File: src/rtl/fwmb_pkg.sv
package fwmb_pkg;
  localparam int BYTE_W = 8;
  localparam int ADDR_W = 6;

  localparam logic [ADDR_W-1:0] REG_IN_DATA  = 6'h00;
  localparam logic [ADDR_W-1:0] REG_OUT_DATA = 6'h01;
  localparam logic [ADDR_W-1:0] REG_IN_STAT  = 6'h02;
  localparam logic [ADDR_W-1:0] REG_OUT_STAT = 6'h03;
  localparam logic [ADDR_W-1:0] REG_CTRL     = 6'h04;
  localparam logic [ADDR_W-1:0] REG_READY    = 6'h16;

  localparam int BIT_OVF  = 0;
  localparam int BIT_UNF  = 1;
  localparam int BIT_SWAP = 2;

  typedef struct packed {
    logic       full;
    logic       empty;
    logic [5:0] count;
  } fifo_stat_t;
endpackage

File: src/rtl/fwmb_fifo.sv
module fwmb_fifo #(
  parameter int DEPTH = 32,
  localparam int PW = $clog2(DEPTH),
  localparam int CW = $clog2(DEPTH + 1)
) (
  input  logic          clk,
  input  logic          rst_n,
  input  logic          push1,
  input  logic          push2,
  input  logic [7:0]    d0,
  input  logic [7:0]    d1,
  input  logic          pop,
  output logic          accepted,
  output logic          dropped,
  output logic [7:0]    head,
  output logic [CW-1:0] count,
  output logic          full,
  output logic          empty
);
  logic [7:0]    mem [DEPTH];
  logic [PW-1:0] wptr, rptr;
  logic [1:0]    need;
  logic          pop_ok;

  assign need     = push2 ? 2'd2 : (push1 ? 2'd1 : 2'd0);
  assign accepted = (need != 2'd0) && (CW'(DEPTH) - count >= CW'(need));
  assign dropped  = (need != 2'd0) && !accepted;
  assign empty    = (count == '0);
  assign full     = (count == CW'(DEPTH));
  assign pop_ok   = pop && !empty;
  assign head     = mem[rptr];

  always_ff @(posedge clk) begin
    if (accepted) begin
      mem[wptr] <= d0;
      if (push2) mem[wptr + PW'(1)] <= d1;
    end
  end

  always_ff @(posedge clk or negedge rst_n) begin
    if (!rst_n) begin
      wptr  <= '0;
      rptr  <= '0;
      count <= '0;
    end else begin
      if (accepted) wptr <= wptr + PW'(need);
      if (pop_ok)   rptr <= rptr + PW'(1);
      count <= count + (accepted ? CW'(need) : CW'(0)) - (pop_ok ? CW'(1) : CW'(0));
    end
  end
endmodule

File: src/rtl/fwmb_swap.sv
module fwmb_swap (
  input  logic       clk,
  input  logic       rst_n,
  input  logic       wr,
  input  logic [7:0] wdata,
  input  logic       swap_en,
  input  logic       discard,
  output logic       push1,
  output logic       push2,
  output logic [7:0] d0,
  output logic [7:0] d1
);
  logic       half;
  logic [7:0] hold;

  always_comb begin
    push1 = 1'b0;
    push2 = 1'b0;
    d0    = wdata;
    d1    = hold;
    if (wr && !swap_en)         push1 = 1'b1;
    else if (wr && swap_en && half) push2 = 1'b1;
  end

  always_ff @(posedge clk or negedge rst_n) begin
    if (!rst_n) begin
      half <= 1'b0;
      hold <= '0;
    end else if (discard) begin
      half <= 1'b0;
    end else if (wr && swap_en) begin
      if (!half) hold <= wdata;
      half <= !half;
    end
  end
endmodule

File: src/rtl/fw_mailbox.sv
module fw_mailbox
  import fwmb_pkg::*;
#(
  parameter int DEPTH = 32,
  localparam int CW = $clog2(DEPTH + 1)
) (
  input  logic              clk,
  input  logic              rst_n,
  input  logic [ADDR_W-1:0] host_addr,
  input  logic              host_wr,
  input  logic              host_rd,
  input  logic [BYTE_W-1:0] host_wdata,
  output logic [BYTE_W-1:0] host_rdata,
  input  logic              proc_dl_ready,
  output logic              proc_in_valid,
  input  logic              proc_in_ready,
  output logic [BYTE_W-1:0] proc_in_data,
  input  logic              proc_out_valid,
  output logic              proc_out_ready,
  input  logic [BYTE_W-1:0] proc_out_data,
  output logic              irq
);
  logic          wr_in, wr_ctrl, rd_out;
  logic          sw_push1, sw_push2, sw_discard;
  logic [7:0]    sw_d0, sw_d1;
  logic          in_acc, in_drop, in_full, in_empty;
  logic [CW-1:0] in_cnt;
  logic          out_acc, out_drop, out_full, out_empty;
  logic [CW-1:0] out_cnt;
  logic [7:0]    out_head;
  logic          ovf, unf, swap_en;
  fifo_stat_t    in_stat, out_stat;
  logic [7:0]    rd_mux;

  assign wr_in      = host_wr && (host_addr == REG_IN_DATA);
  assign wr_ctrl    = host_wr && (host_addr == REG_CTRL);
  assign rd_out     = host_rd && (host_addr == REG_OUT_DATA);
  assign sw_discard = wr_ctrl && (host_wdata[BIT_SWAP] != swap_en);

  fwmb_swap u_swap (
    .clk(clk), .rst_n(rst_n), .wr(wr_in), .wdata(host_wdata),
    .swap_en(swap_en), .discard(sw_discard),
    .push1(sw_push1), .push2(sw_push2), .d0(sw_d0), .d1(sw_d1)
  );

  fwmb_fifo #(.DEPTH(DEPTH)) u_in (
    .clk(clk), .rst_n(rst_n), .push1(sw_push1), .push2(sw_push2),
    .d0(sw_d0), .d1(sw_d1), .pop(proc_in_ready),
    .accepted(in_acc), .dropped(in_drop), .head(proc_in_data),
    .count(in_cnt), .full(in_full), .empty(in_empty)
  );

  fwmb_fifo #(.DEPTH(DEPTH)) u_out (
    .clk(clk), .rst_n(rst_n), .push1(proc_out_valid), .push2(1'b0),
    .d0(proc_out_data), .d1(8'h00), .pop(rd_out),
    .accepted(out_acc), .dropped(out_drop), .head(out_head),
    .count(out_cnt), .full(out_full), .empty(out_empty)
  );

  assign proc_in_valid  = !in_empty;
  assign proc_out_ready = !out_full;
  assign irq            = !out_empty;

  assign in_stat  = '{full: in_full,  empty: in_empty,  count: 6'(in_cnt)};
  assign out_stat = '{full: out_full, empty: out_empty, count: 6'(out_cnt)};

  always_comb begin
    unique case (host_addr)
      REG_OUT_DATA: rd_mux = out_empty ? 8'h00 : out_head;
      REG_IN_STAT:  rd_mux = in_stat;
      REG_OUT_STAT: rd_mux = out_stat;
      REG_CTRL:     rd_mux = {5'b0, swap_en, unf, ovf};
      REG_READY:    rd_mux = {7'b0, proc_dl_ready};
      default:      rd_mux = 8'h00;
    endcase
  end

  always_ff @(posedge clk or negedge rst_n) begin
    if (!rst_n) begin
      host_rdata <= '0;
      ovf        <= 1'b0;
      unf        <= 1'b0;
      swap_en    <= 1'b0;
    end else begin
      if (host_rd) host_rdata <= rd_mux;
      if (wr_ctrl) begin
        swap_en <= host_wdata[BIT_SWAP];
        if (host_wdata[BIT_OVF]) ovf <= 1'b0;
        if (host_wdata[BIT_UNF]) unf <= 1'b0;
      end
      if (in_drop)             ovf <= 1'b1;
      if (rd_out && out_empty) unf <= 1'b1;
    end
  end
endmodule

File: config.mk
export PLATFORM = sky130hd
export DESIGN_NAME = fw_mailbox
export DESIGN_NICKNAME = d
export VERILOG_FILES = /design/src/rtl/fwmb_pkg.sv /design/src/rtl/fwmb_fifo.sv /design/src/rtl/fwmb_swap.sv /design/src/rtl/fw_mailbox.sv
export SDC_FILE = /design/constraint.sdc
export NUM_CORES = 1
export LEC_CHECK = 0
export BUFFER_PORTS_ARGS = -buffer_cell sky130_fd_sc_hd__buf_2
export CORE_MARGIN = 4
export CORE_UTILIZATION = 40
export CTS_CLUSTER_DIAMETER = 200
export DETAILED_ROUTE_END_ITERATION = 10
export PLACE_DENSITY = 0.54
export SYNTH_ARGS = -nofsm -noshare
export SYNTH_HDL_FRONTEND = slang
export SYNTH_HIERARCHICAL = 1
export SYNTH_SLANG_ARGS = --single-unit
File: constraint.sdc
create_clock -name clk -period 3.74 [get_ports clk]
set_input_delay 0.748 -clock clk [delete_from_list [all_inputs] [get_ports clk]]
set_output_delay 0.748 -clock clk [all_outputs]
set_load 0.01 [all_outputs]
==> summary.md <==
| Metric | Value |
|---|---|
| Crit path max-delay cell type | dfrtp_4 |
| Worst setup EP type | output pin |
| Layout cells sized above 1 | a little under half |
| Worst Max-Slew Pin Slew | 1.16 ns |
| Fmax | 272 MHz |
| Min-delay worst type | in -> async |
| Final Hold Fails | 0 |
| Die W | about 290 um |
| Core outline area | 0.0763 mm2 |
| Setup-failing EPs final | 0 |
| CTS buffer count | about 70 |
| Clock Path Buffers | 3 |
| Total gr overflow | 0 |
| Layout area overhead | 14.5% |
| Worst EP required | 2.99 ns |
| Max stage delay on crit path | 0.54 ns |
| Residual DRC | 0 |
| Antenna diodes | 0 |
| Setup Skew | 0.0199 ns |
| H-tree Lvls | 3 |
| Reg area | between 0.015 and 0.02 mm2 |
| Post-route ant nets | 0 |
| Worst Path Buf+Inv | 2 |
| Initial antenna violation count | 1 |
| First-pass detailed-route iteration total | 5 |
| Worst Slack Setup Final | 0.0627 ns |
| Arr. time, crit path | 2.93 ns |
| Routed via count | 18337 |
| Initial Util | 40.5% |
| Post-Layout Inst Area | 0.0354 mm2 |
| PD cells | 577 mW/mm2 |
| Hpwl dp | 54800 um |
| Setup crit start kind | register |
| Largest fanout on the critical path | 17 |
| Final Slew Violations | 0 |
| Post-CTS Hold Fix Bufs | 0 |
| Ys Warns | 6 |
| Pleak | 12.3 nW |
| Height of the die | 286 um |
| Logic pwr share | a little under a third |
| Die area | about 0.08 mm2 |
| IR Drop Worst-Case VDD | 0.327 mV |
| Fin nets | about 2200 |
| Syn avg cell area | 15.1 um2 |
| Final wirelength | ~85000 um |
| Clk root buf | clkbuf_16 |
| First-pass GRT wire length | ~130000 um |
| Seq pwr share | approximately two fifths |
| Part of the cycle the worst path needs | a little under 100% |
| Clock sink total | 564 |
| Number of non-filler instances in the completed layout | about 3200 |
| Worst-skew pair later-pin latency | slightly above 0.6 ns |
| Avg Vias per Cell | 5.67 |
| P_int | roughly 14 mW |
| Post-Syn Area | 0.0309 mm2 |
| Cells after synthesis | 2049 |
| RePlAce Congestion | between 0.8 and 0.9 |
| Top-Level Pins | 48 |
| Fillers | 6788 |
| Number of buffers added on ports | 47 |
| WHS | about 0.31 ns |
| Min cycle time layout | 3.68 ns |
| Commonest cells after routing, fill and taps aside | edfxtp_1 (512), mux2_2 (469), buf_4 (128) |
| Vias in the first global route | 18599 |
| Cells along the critical path | buf_4, mux2i_1, a21oi_1, a31oi_1, o221ai_1, buf_2 |
| Placed inst area | 0.0333 mm2 |
| RSZ-0062 raised after global routing | no |
| Max-capacitance violation count | 0 |
| Initial DRC Count | around 1400 |
| Pin count of the biggest net entering global routing | 68 |
| Commonest non-fill, non-tap cell in the layout | edfxtp_1 |
| Placed cells | between 3000 and 4000 |
| Sw Share | approximately a third |
| Cell family with most CP delay | compound AO/OA/AOI/OAI gates |
| Slew HR | 21.7% |
| Clock power share | 30.9% |
| Drt wl/cell | 26.3 um |
| CTS tree | built |
| Pre-CTS setup slack | -0.378 ns |
| Worst-path clk slew | 0.06 ns |
| Area occupied by multi-input gates | 0.0135 mm2 |
| Rows | 101 |
| Setup CP Type | reg -> out |
| Global Route Usage Sum | 20.7% |
| Outcome | finished, final reports clean |
| Switch Pwr | 6.61 mW |
==> metrics by stage <==
stage	power, mW	utilization [%]	TNS, ns
global route	21.3	46.4	0
CTS	20.5	46.3	0
detailed placement	14.1	43.6	-96.56
finish	20.4	46.4	0
floorplan	12.1	-	-3.69
global placement	14.0	43.6	-88.63
==> layout make-up <==
cell class	instances	area share, %
Clock buffer	84	5.03
Clock inverter	35	0.883
Inverter	41	0.442
Multi-Input combinational cell	1280	38.0
Sequential cell	564	47.1
Tap cell	1030	3.64
Timing Repair Buffer	201	4.85
==> path summary, 6_finish.rpt <==
kind,from,endpoint,slack [ns],cells after the start
worst min-delay path,rst_n,u_out/count[3]$_DFF_PN0_,0.31,1
min in group clk,ovf$_DFFE_PN0P_,ovf$_DFFE_PN0P_,0.48,1
worst max register to register,u_out/count[0]$_DFF_PN0_,u_out/mem[10][0]$_DFFE_PP_,0.42,10
worst max-delay path,u_in/rptr[0]$_DFFE_PN0P_,proc_in_data[6],0.06,6
max in group asynchronous,rst_n,u_swap/d1[3]$_DFFE_PN0P_,2.63,2
worst min register to register,ovf$_DFFE_PN0P_,ovf$_DFFE_PN0P_,0.48,1
==> power by group through the flow <==
| stage | Sequential (mW) | Clock [mW] | Combinational, mW |
|---|---|---|---|
| 4_1_cts | 7.94 | 6.48 | 6.05 |
| 5_1_grt | 7.98 | 6.74 | 6.62 |
| 3_3_place_gp | 8.05 | 0 | 5.96 |
| 2_1_floorplan | 7.78 | 0 | 4.32 |
| 3_5_place_dp | 8.06 | 0 | 6.01 |
| 6_report | 7.92 | 6.31 | 6.20 |
==> state kept, by name, indices dropped and copies added (netlist names) <==
name,cells
host_rdata,8
ovf,1
swap_en,1
u_in/count,6
u_in/mem,256
u_in/rptr,5
u_in/wptr,5
u_out/count,6
u_out/mem,256
u_out/rptr,5
u_out/wptr,5
u_swap/d1,8
u_swap/half,1
unf,1
==> layer usage <==
metal | wire [um] | vias to the layer above | global-route usage, %
met5 | 0 | - | 0
met2 | 38300 | 451 | 31.7
li1 | - | 8193 | -
met3 | 4700 | 88 | 3.98
met1 | 40600 | 9605 | 31.0
met4 | 1370 | 0 | 3.81
==> timing repair <==
| item | 4_1_cts | 5_1_grt |
|---|---|---|
| endpoints found under the setup margin | 2 | 7 |
| setup buffers | 0 | 6 |
| resized for setup | 2 | 2 |
| pin swaps | 0 | 0 |
(Power assumes the default switching activity.)
